## src/rtl/cs_exp_pkg.sv

```systemverilog
package cs_exp_pkg;

  localparam int unsigned DEF_LINES = 8;

  typedef int unsigned cnt_t;

  // number of zero bits in a vector of up to 32 bits
  function automatic cnt_t low_count(input logic [31:0] v, input cnt_t width);
    cnt_t n;
    n = 0;
    for (int i = 0; i < 32; i++) begin
      if (i < int'(width) && !v[i]) n = n + 1;
    end
    return n;
  endfunction

endpackage

```

## src/rtl/cs_exp_sync.sv

```systemverilog
module cs_exp_sync #(
  parameter int unsigned STAGES  = 2,
  parameter logic        RST_VAL = 1'b0
) (
  input  logic clk,
  input  logic rst,
  input  logic din,
  output logic level,
  output logic rise
);

  localparam int unsigned LEN = STAGES + 1;

  logic [LEN-1:0] chain;

  always_ff @(posedge clk) begin
    if (rst) chain <= {LEN{RST_VAL}};
    else     chain <= {chain[LEN-2:0], din};
  end

  assign level = chain[STAGES-1];
  assign rise  = chain[STAGES-1] & ~chain[STAGES];

endmodule

```

## src/rtl/cs_exp_shift.sv

```systemverilog
module cs_exp_shift #(
  parameter int unsigned W = 8
) (
  input  logic         clk,
  input  logic         rst,
  input  logic         shift_en,
  input  logic         din,
  output logic [W-1:0] q
);

  always_ff @(posedge clk) begin
    if (rst)           q <= '1;
    else if (shift_en) q <= {q[W-2:0], din};
  end

endmodule

```

## src/rtl/cs_exp_outlatch.sv

```systemverilog
module cs_exp_outlatch
  import cs_exp_pkg::*;
#(
  parameter int unsigned W       = 8,
  parameter int unsigned MAX_LOW = 1
) (
  input  logic         clk,
  input  logic         rst,
  input  logic         load,
  input  logic [W-1:0] d,
  input  logic         cs_level,
  output logic [W-1:0] sel_n,
  output logic         oe,
  output logic         cont
);

  logic [31:0] d_wide;

  assign d_wide = {{(32-W){1'b1}}, d};

  always_ff @(posedge clk) begin
    if (rst) begin
      sel_n <= '1;
      oe    <= 1'b1;
      cont  <= 1'b0;
    end else begin
      oe <= cs_level;
      if (load) begin
        sel_n <= d;
        cont  <= (low_count(d_wide, W) > MAX_LOW);
      end
    end
  end

endmodule

```

## src/rtl/cs_expander.sv

```systemverilog
module cs_expander
  import cs_exp_pkg::*;
#(
  parameter int unsigned LINES       = DEF_LINES,
  parameter int unsigned SYNC_STAGES = 2,
  parameter int unsigned MAX_LOW     = 1
) (
  input  logic             clk,
  input  logic             rst,
  input  logic             sclk_i,
  input  logic             mosi_i,
  input  logic             csn_i,
  output logic [LINES-1:0] sel_n_o,
  output logic             sel_oe_o,
  output logic             contention_o
);

  logic sclk_lvl, sclk_rise;
  logic mosi_lvl, mosi_rise;
  logic cs_lvl, cs_rise;
  logic shift_en, commit;
  logic [LINES-1:0] shreg;

  cs_exp_sync #(.STAGES(SYNC_STAGES), .RST_VAL(1'b0)) u_sync_sclk (
    .clk(clk), .rst(rst), .din(sclk_i), .level(sclk_lvl), .rise(sclk_rise));

  cs_exp_sync #(.STAGES(SYNC_STAGES), .RST_VAL(1'b0)) u_sync_mosi (
    .clk(clk), .rst(rst), .din(mosi_i), .level(mosi_lvl), .rise(mosi_rise));

  cs_exp_sync #(.STAGES(SYNC_STAGES), .RST_VAL(1'b1)) u_sync_cs (
    .clk(clk), .rst(rst), .din(csn_i), .level(cs_lvl), .rise(cs_rise));

  // gated shift clock: rising SCLK only while the block is selected
  assign shift_en = sclk_rise & ~cs_lvl;
  assign commit   = cs_rise;

  cs_exp_shift #(.W(LINES)) u_shift (
    .clk(clk), .rst(rst), .shift_en(shift_en), .din(mosi_lvl), .q(shreg));

  cs_exp_outlatch #(.W(LINES), .MAX_LOW(MAX_LOW)) u_latch (
    .clk(clk), .rst(rst), .load(commit), .d(shreg), .cs_level(cs_lvl),
    .sel_n(sel_n_o), .oe(sel_oe_o), .cont(contention_o));

  logic unused_ok;
  assign unused_ok = sclk_lvl ^ mosi_rise;

endmodule

```

## config.mk

```make
export PLATFORM = sky130hd
export DESIGN_NAME = cs_expander
export DESIGN_NICKNAME = d
export VERILOG_FILES = /design/src/rtl/cs_exp_pkg.sv /design/src/rtl/cs_exp_sync.sv /design/src/rtl/cs_exp_shift.sv /design/src/rtl/cs_exp_outlatch.sv /design/src/rtl/cs_expander.sv
export SDC_FILE = /design/constraint.sdc
export NUM_CORES = 1
export LEC_CHECK = 0
export ABC_AREA = 1
export BUFFER_PORTS_ARGS = -buffer_cell sky130_fd_sc_hd__buf_2
export CAP_MARGIN = 30
export CORE_ASPECT_RATIO = 1.25
export CORE_MARGIN = 2
export CORE_UTILIZATION = 50
export CTS_BUF_LIST = sky130_fd_sc_hd__clkbuf_4
export DETAILED_ROUTE_END_ITERATION = 8
export GPL_ROUTABILITY_DRIVEN = 0
export PLACE_DENSITY = 0.72
export SLEW_MARGIN = 40
export SYNTH_ARGS = -nofsm -noshare
export SYNTH_HDL_FRONTEND = slang
export SYNTH_SLANG_ARGS = --single-unit
```

## constraint.sdc

```tcl
create_clock -name clk -period 6 [get_ports clk]
set_clock_uncertainty 0.15 [all_clocks]
set_input_delay 0.3 -clock clk [delete_from_list [all_inputs] [get_ports clk]]
set_output_delay 0.3 -clock clk [all_outputs]
set_load 0.01 [all_outputs]
```

==> results.md, run 1 <==
- Post-CTS setup-driven buffer insertion count: 0
- CP Launch Point: u_shift.q[0]$_SDFFE_PP1P_
- GR Layer Usage met2: about 38%
- Area growth from synthesis to layout: 10.43%
- Global Route Usage Sum: 18.70%
- Detail-routed net length per standard cell: about 11 um
- Reg-to-reg startpoint: u_shift.q[0]$_SDFFE_PP1P_
- H-Tree Depth: 1
- Path class of the lowest-slack min-delay path: in -> reg
- Die boundary width: 49.96 um
- Placement Rows: 20
- Startpoint-to-endpoint class of the critical path: reg -> reg
- CTS clock-pin slew for the worst setup and hold paths: 0.14 ns
- Post-route insts no fill: about 240
- Floorplan core area: between 2000 and 2500 um2
- Worst reg-to-reg path cell count: 26
- Transition time at the pin with the least slew margin: between 0.4 and 0.5 ns
- Maximum number of pins on one net before global-route repair: 18
- Antenna violations before repair: 0
- Clock Power Share: a little under 30%
- Highest-count cells in the layout ignoring fill and taps: sky130_fd_sc_hd__nand2_1, sky130_fd_sc_hd__inv_1, sky130_fd_sc_hd__dfxtp_1
- First-pass detailed-route iteration total: 4
- Number of standard cells after synthesis: between 150 and 200
- Fraction of the yosys area taken by sequential cells: 37.91%
- Switching share of power: roughly 24%
- Crit share post-route: roughly two thirds
- Cell-internal power: around 210 uW
- Post-synthesis instance area: ~1300 um2
- Final max-slew violation count: 0
- Met1 routing resource usage after global routing: approximately a fifth
- Count of hold-fix buffers inserted at cts: 0
- Total routed wirelength: 2.673 mm
- Yosys warnings: 0
- Num CTS Buffers: 3
- Most common cell after layout, fill and taps aside: sky130_fd_sc_hd__nand2_1
- Via count of the first global-routing pass: about 1000
- Diode count: 0
- Vias per inst: about 5.1
- Initial core utilization: roughly 53%
- Syn avg cell area: 6.947 um2
- R2r endpoint: u_latch.cont$_SDFFE_PP0P_
- Antenna violation net count after detailed routing: 0
- Sequential power share: around 63%
- Buffers from clock root to sink, at most: 2
- GRT met3 Usage: under 10%
- Total power per unit cell area: approximately 190 nW/um2
- Power dissipated by switching net loads: between 60 and 70 uW
- Synthesized Nets: between 200 and 250
- R2R setup slack: a little under 2 ns
- MaxCap Viol Count: 0
- Root cell of the clock tree: sky130_fd_sc_hd__clkbuf_4
- # DRC: 0
- Total of flip-flops plus latches after synthesis: 25
- Leakage power: a little over 0.0008 uW
- Required time of the critical path: roughly 6.1 ns
- Number of clock sinks: 25
- Number of top-level pins: 15
- Final global-route overflow total: 0
- Number of distinct library cells after synthesis: 19
- Total count of hold-check failures in the final report: 1
- Achievable Freq: 247.0 MHz
- Hold Slack: -0.004236 ns
- Violated checks: hold timing
- GRT Max-Usage Layer: met2
- Die Height: around 60 um
- CP Capture Point: u_latch.cont$_SDFFE_PP0P_
- Post-detailed-placement half-perimeter wirelength: 2.044 mm
- Total number of nets in the final design: 220
- Total vias in the final route: approximately 1200
- Resize count post-CTS: 0
- TNS Setup: 0 ns
- Peak ir drop on the vdd network: 0.2594 mV
- Violation count after the first detailed-routing iteration: 27
- Time the final worst path needs with I/O delays and setup: just over 4 ns
- Number of cells in the design after placement: 235
- Proportion of power drawn by combinational gates: between 8 and 9%
- Die outline area: approximately 3100 um2
- Wire length of the first global-routing pass: around 4.4 mm
- Max FO, Critical Path: 4
- Arrival time at the worst endpoint: 4.12 ns
- Share of layout cells above drive strength 1: about 17%
- Total of endpoints with negative setup slack in the final report: 0
- CTS tree: done
- Port Buffer Count: 14
- Setup repair after global routing missed its margin: no
- Clock insertion delay at the later pin of the skew report: 0.32 ns
- Status: complete, but fails checks
- Sort of element at the end of the critical path: flip-flop
- Critical Path Start Type: flip-flop
- Max transition margin: a little over two thirds
==> cells in the mapped netlist <==
master,count,share of area [%]
sky130_fd_sc_hd__a21oi_1,12,4.5
sky130_fd_sc_hd__clkbuf_1,3,0.85
sky130_fd_sc_hd__clkinv_1,2,0.57
sky130_fd_sc_hd__dfxtp_1,25,38
sky130_fd_sc_hd__ha_1,8,7.6
sky130_fd_sc_hd__inv_1,28,8.0
sky130_fd_sc_hd__inv_2,2,0.57
sky130_fd_sc_hd__nand2_1,40,11
sky130_fd_sc_hd__nand2_2,9,4.3
sky130_fd_sc_hd__nand3_1,13,4.9
sky130_fd_sc_hd__nand3_2,2,1.5
sky130_fd_sc_hd__nand4_1,1,0.47
sky130_fd_sc_hd__nor2_1,20,5.7
sky130_fd_sc_hd__nor3_1,1,0.38
sky130_fd_sc_hd__o211ai_1,8,4.5
sky130_fd_sc_hd__o21ai_0,11,4.2
sky130_fd_sc_hd__o21ai_1,1,0.38
sky130_fd_sc_hd__o21bai_2,1,0.85
sky130_fd_sc_hd__or2_2,3,1.4
==> how the worst min path moves through the flow <==
stage,startpoint,end,depth (start not counted)
final,csn_i,u_sync_cs.chain[0]$_SDFF_PP1_,2
after global routing,csn_i,u_sync_cs.chain[0]$_SDFF_PP1_,2
after CTS,csn_i,u_sync_cs.chain[0]$_SDFF_PP1_,2
after detailed placement,u_sync_cs.chain[0]$_SDFF_PP1_,u_sync_cs.chain[1]$_SDFF_PP1_,1
after global placement,u_sync_mosi.chain[0]$_SDFF_PP0_,u_sync_mosi.chain[1]$_SDFF_PP0_,2
after floorplan,u_sync_mosi.chain[0]$_SDFF_PP0_,u_sync_mosi.chain[1]$_SDFF_PP0_,2
==> sequential cells by signal, summed over array words and instances, names as in the netlist <==
name / flops
u_shift.q: 8
u_sync_mosi.chain: 2
u_latch.sel_n: 8
u_sync_cs.chain: 3
u_latch.cont: 1
u_sync_sclk.chain: 3
==> area by class of cell <==
type,instances,area (um2)
clock buffers,4,30.03
well taps,33,41.29
fillers,241,1020
inverters,32,120.1
flip-flops and latches,25,500.5
repair buffers,15,77.57
multi-input cells,130,688.2
==> stage by stage <==
stage,utilization [%],total power (uW),cell area [um2],setup WS (ns)
2_1_floorplan,-,192.7,1320,2.461
3_3_place_gp,57.63,198.7,1428,2.239
3_5_place_dp,57.63,200.2,1428,2.048
4_1_cts,58.84,275.5,1458,2.014
5_1_grt,58.84,284.5,1458,1.644
6_report,58.84,277.0,1458,1.952
==> power groups by stage <==
stage	registers [uW]	logic (uW)	clock network, uW
6_report	173	23.3	80.4
4_1_cts	173	23.4	78.9
3_5_place_dp	177	23.2	0
2_1_floorplan	178	15.0	0
3_3_place_gp	177	21.9	0
5_1_grt	174	26.8	83.8
==> metal layers <==
metal  vias up  part of all wire [%]
li1        638                     -
met1       547                    43
met2        22                    53
met3         4                   3.2
met4         0                  0.52
met5         -                     0
==> critical path, cell delays in order (launching register included) <==
cell	delay, ns
sky130_fd_sc_hd__dfxtp_1	0.41
sky130_fd_sc_hd__inv_1	0.11
sky130_fd_sc_hd__ha_1	0.35
sky130_fd_sc_hd__inv_1	0.07
sky130_fd_sc_hd__nand2_1	0.08
sky130_fd_sc_hd__nand2_2	0.12
sky130_fd_sc_hd__inv_2	0.05
sky130_fd_sc_hd__nand2_1	0.05
sky130_fd_sc_hd__nand3_1	0.08
sky130_fd_sc_hd__nand2_1	0.11
sky130_fd_sc_hd__inv_1	0.05
sky130_fd_sc_hd__ha_1	0.28
sky130_fd_sc_hd__nand2_1	0.10
sky130_fd_sc_hd__nand2_2	0.09
sky130_fd_sc_hd__ha_1	0.30
sky130_fd_sc_hd__nand2_1	0.07
sky130_fd_sc_hd__nand2_1	0.07
sky130_fd_sc_hd__ha_1	0.29
sky130_fd_sc_hd__nand2_1	0.07
sky130_fd_sc_hd__nand2_1	0.09
sky130_fd_sc_hd__ha_1	0.31
sky130_fd_sc_hd__a21oi_1	0.14
sky130_fd_sc_hd__nand2_1	0.09
sky130_fd_sc_hd__a21oi_1	0.16
sky130_fd_sc_hd__nand2_1	0.07
sky130_fd_sc_hd__nor2_1	0.13
sky130_fd_sc_hd__nor2_1	0.05
==> logic make-up after synthesis <==
kind of cell,count (synthesis),share of synthesized area (%)
compound gates,33,14.50
fa+ha+maj,8,7.583
buf+inv,35,9.953
flops,25,37.91
simple gates,89,30.05
No activity file was read; power rests on OpenSTA's default activity.
==> run 2: changes to the inputs <==
--- a/config.mk
+++ b/config.mk
@@ -14,7 +14,7 @@
 export CTS_BUF_LIST = sky130_fd_sc_hd__clkbuf_4
 export DETAILED_ROUTE_END_ITERATION = 8
 export GPL_ROUTABILITY_DRIVEN = 0
-export PLACE_DENSITY = 0.72
+export PLACE_DENSITY = 0.75
 export SLEW_MARGIN = 40
 export SYNTH_ARGS = -nofsm -noshare
 export SYNTH_HDL_FRONTEND = slang
==> constraint.sdc (replaced) <==
create_clock -name clk -period 3.4 [get_ports clk]
set_clock_uncertainty 0.15 [all_clocks]
set_input_delay 0.17 -clock clk [delete_from_list [all_inputs] [get_ports clk]]
set_output_delay 0.17 -clock clk [all_outputs]
set_load 0.01 [all_outputs]
==> run 2 against run 1 <==
  * The run ends with setup timing left
  * Via count up 24%
  * Clock power up 72%
  * Global-route usage rose by 5.1 points
  * Worst setup slack got worse by 2.0 ns
  * Largest cell class unchanged
==> results.md, run 2 (synthesized netlist as in run 1, its figures left out) <==
- Status: complete, but fails checks
- Violated checks: setup timing
- CTS clock-pin slew for the worst setup and hold paths: 0.15 ns (about the same)
- Fill count: 153 (-37%)
- Max transition margin: 70.81% (+0.42 points)
- Total routed wirelength: 3.996 mm (+49%)
- Via count of the first global-routing pass: 1333 (+27%)
- Number of top-level pins: 15 (unchanged)
- CTS tree: done
- Longest individual stage delay on the worst path: 0.38 ns (-0.03 ns)
- Worst Hold Path Cells: 2 (unchanged)
- Crit share post-route: 100.6% (+33 points)
- Post-detailed-placement half-perimeter wirelength: 2.030 mm (-0.66%)
- Post-layout util: 79.49% (+21 points)
- Clock insertion delay at the later pin of the skew report: 0.33 ns (about the same)
- Root cell of the clock tree: sky130_fd_sc_hd__clkbuf_4
- Switching share of power: 26.35% (+2.2 points)
- TNS Setup: -0.01995 ns (-0.01995 ns)
- Proportion of power drawn by combinational gates: 13.4% (+5.0 points)
- Highest-count cells in the layout ignoring fill and taps: sky130_fd_sc_hd__buf_4, sky130_fd_sc_hd__nand2_1, sky130_fd_sc_hd__inv_1, sky130_fd_sc_hd__dfxtp_1, sky130_fd_sc_hd__nor2_1
- Total vias in the final route: 1497 (+24%)
- Crit path buf inv count: 5 (+1)
- R2R setup slack: -0.02 ns (-1.97 ns)
- Clock Power Share: 27.0% (-2.0 points)
- Worst reg-to-reg path cell count: 25 (-3.8%)
- Total number of nets in the final design: 259 (+18%)
- Peak ir drop on the vdd network: 0.3117 mV (+20%)
- Die Height: 61.45 um (unchanged)
- Leakage power: 0.001030 uW (+27%)
- Total power per unit cell area: 260.4 nW/um2 (+37%)
- Global Route Usage Sum: 23.84% (+5.1 points)
- Cell-internal power: 377.7 uW (+80%)
- Port Buffer Count: 14 (unchanged)
- Initial core utilization: 53.28% (unchanged)
- MaxCap Viol Count: 0 (unchanged)
- Violation count after the first detailed-routing iteration: 30 (+11%)
- Footprint of the flip-flops and latches: 505.5 um2 (+1.0%)
- Antenna violations before repair: 0 (unchanged)
- First-pass detailed-route iteration total: 4 (unchanged)
- Max FO, Critical Path: 4 (unchanged)
- Die boundary width: 49.96 um (unchanged)
- Setup repair after global routing missed its margin: yes
- Largest delay share family, worst path: simple AND/OR/NAND/NOR gates
- Achievable Freq: 292.4 MHz (+18%)
- Die outline area: 3069 um2 (unchanged)
- Slowest-stage cell, CP: sky130_fd_sc_hd__dfxtp_2
- Final max-slew violation count: 0 (unchanged)
- Buffers from clock root to sink, at most: 2 (unchanged)
- Maximum number of pins on one net before global-route repair: 18 (unchanged)
- Required time of the critical path: 3.50 ns (-2.57 ns)
- # DRC: 0 (unchanged)
- Arrival time at the worst endpoint: 3.52 ns (-0.60 ns)
- R2r endpoint: u_latch.cont$_SDFFE_PP0P_
- Combined area of the multi-input logic cells: 884.6 um2 (+29%)
- Placement Rows: 20 (unchanged)
- Endpoint of the worst hold path: u_sync_sclk.chain[1]$_SDFF_PP0_
- Share of layout cells above drive strength 1: 42.86% (+25 points)
- Num CTS Buffers: 3 (unchanged)
- Most common cell after layout, fill and taps aside: sky130_fd_sc_hd__buf_4
- Time the final worst path needs with I/O delays and setup: 3.420 ns (-0.6285 ns)
- Detail-routed net length per standard cell: 14.37 um (+29%)
- Wire length of the first global-routing pass: 5.492 mm (+24%)
- Path class of the lowest-slack min-delay path: in -> reg
- Transition time at the pin with the least slew margin: 0.4351 ns (-0.006329 ns)
- Final setup margin: -0.01995 ns (-1.971 ns)
- Total count of hold-check failures in the final report: 0 (-1)
- Sort of element at the end of the critical path: flip-flop
- Sequential power share: 59.6% (-3.0 points)
- Worst hold path startpoint: rst
- Top flop regs: u_latch.sel_n (8), u_shift.q (8)
- Antenna violation net count after detailed routing: 0 (unchanged)
- Reg-to-reg startpoint: u_shift.q[1]$_SDFFE_PP1P_
- Power dissipated by switching net loads: 135.1 uW (+100%)
- Floorplan core area: 2477 um2 (unchanged)
- Critical Path Start Type: flip-flop
- Number of clock sinks: 25 (unchanged)
- Vias per inst: 5.385 (+6.3%)
- Diode count: 0 (unchanged)
- Total of endpoints with negative setup slack in the final report: 1 (+1)
- Area growth from synthesis to layout: 49.19%
- H-Tree Depth: 1 (unchanged)
- Final global-route overflow total: 0 (unchanged)
- Startpoint-to-endpoint class of the critical path: reg -> reg
## run 2: changes by cell type in the layout (fill, tap and decap cells not counted), sizes merged
cell         change
buf             +36
clkbuf           -1
clkinvlp         +1
dlygate4sd3      +3
## run 2: power groups by stage
stage | registers (uW) | logic [uW] | clock network, uW
2_1_floorplan | 314 | 26.7 | 0
3_3_place_gp | 312 | 41.6 | 0
3_5_place_dp | 313 | 43.4 | 0
4_1_cts | 306 | 59.1 | 140
6_report | 306 | 68.8 | 138
5_1_grt | 307 | 74.8 | 150
## run 2: layout make-up
type / count / share of cell area [%]
clock buffer: 3 / 1.144
sequential: 25 / 25.67
tap: 33 / 2.097
inverter: 32 / 6.226
multi-input combinational: 130 / 44.92
timing repair buffer: 54 / 19.57
clock inverter: 1 / 0.3812
## run 2: what timing repair did
item | CTS | global route
buffers inserted | 20 | 8
hold buffers | 3 | 0
endpoints found under the hold margin | 3 | 0
resized for setup | 20 | 24
pin swaps | 13 | 16
endpoints found under the setup margin | 1 | 1
## run 2: through the flow
step | instance area, um2 | hold slack (ns) | total power (uW) | cells | setup slack (ns)
2_1_floorplan | 1335 | 0.1196 | 340.4 | 190 | 0.0005298
6_report | 1969 | 0.01693 | 512.9 | 278 | -0.01995
3_5_place_dp | 1518 | 0.2155 | 355.9 | 245 | -0.2758
4_1_cts | 1810 | 0.008904 | 505.4 | 271 | 0.01743
5_1_grt | 1969 | 0.02870 | 531.0 | 278 | -0.1351
3_3_place_gp | 1518 | 0.2050 | 353.7 | 245 | -0.1786
## run 2: worst register-to-register path, delay by kind of cell (launching register included)
kind | cells | cell delay [ns]
adder cells (fa/ha/maj) | 4 | 1.01
AND/OR/NAND/NOR | 14 | 1.07
buffers and inverters | 5 | 0.51
flip-flops | 1 | 0.38
AO/OA/AOI/OAI | 2 | 0.24
## run 2: worst max-delay path by stage
stage | startpoint | end | slack (ns) | cells past startpoint
finish | u_shift.q[1]$_SDFFE_PP1P_ | u_latch.cont$_SDFFE_PP0P_ | -0.02 | 25
global route | u_shift.q[1]$_SDFFE_PP1P_ | u_latch.cont$_SDFFE_PP0P_ | -0.14 | 25
CTS | u_shift.q[1]$_SDFFE_PP1P_ | u_latch.cont$_SDFFE_PP0P_ | 0.02 | 27
detailed placement | u_shift.q[0]$_SDFFE_PP1P_ | u_latch.cont$_SDFFE_PP0P_ | -0.28 | 26
global placement | u_shift.q[0]$_SDFFE_PP1P_ | u_latch.cont$_SDFFE_PP0P_ | -0.18 | 26
floorplan | u_shift.q[0]$_SDFFE_PP1P_ | u_latch.cont$_SDFFE_PP0P_ | 0.0005 | 26
## run 2: per-layer routing
layer  vias up  share of wire, %  global-route usage (%)
li1        718                 -                       -
met1       720                37                   22.60
met2        41                55                   46.86
met3        18               3.3                   4.612
met4         0               4.4                   16.27
met5         -                 0                       0
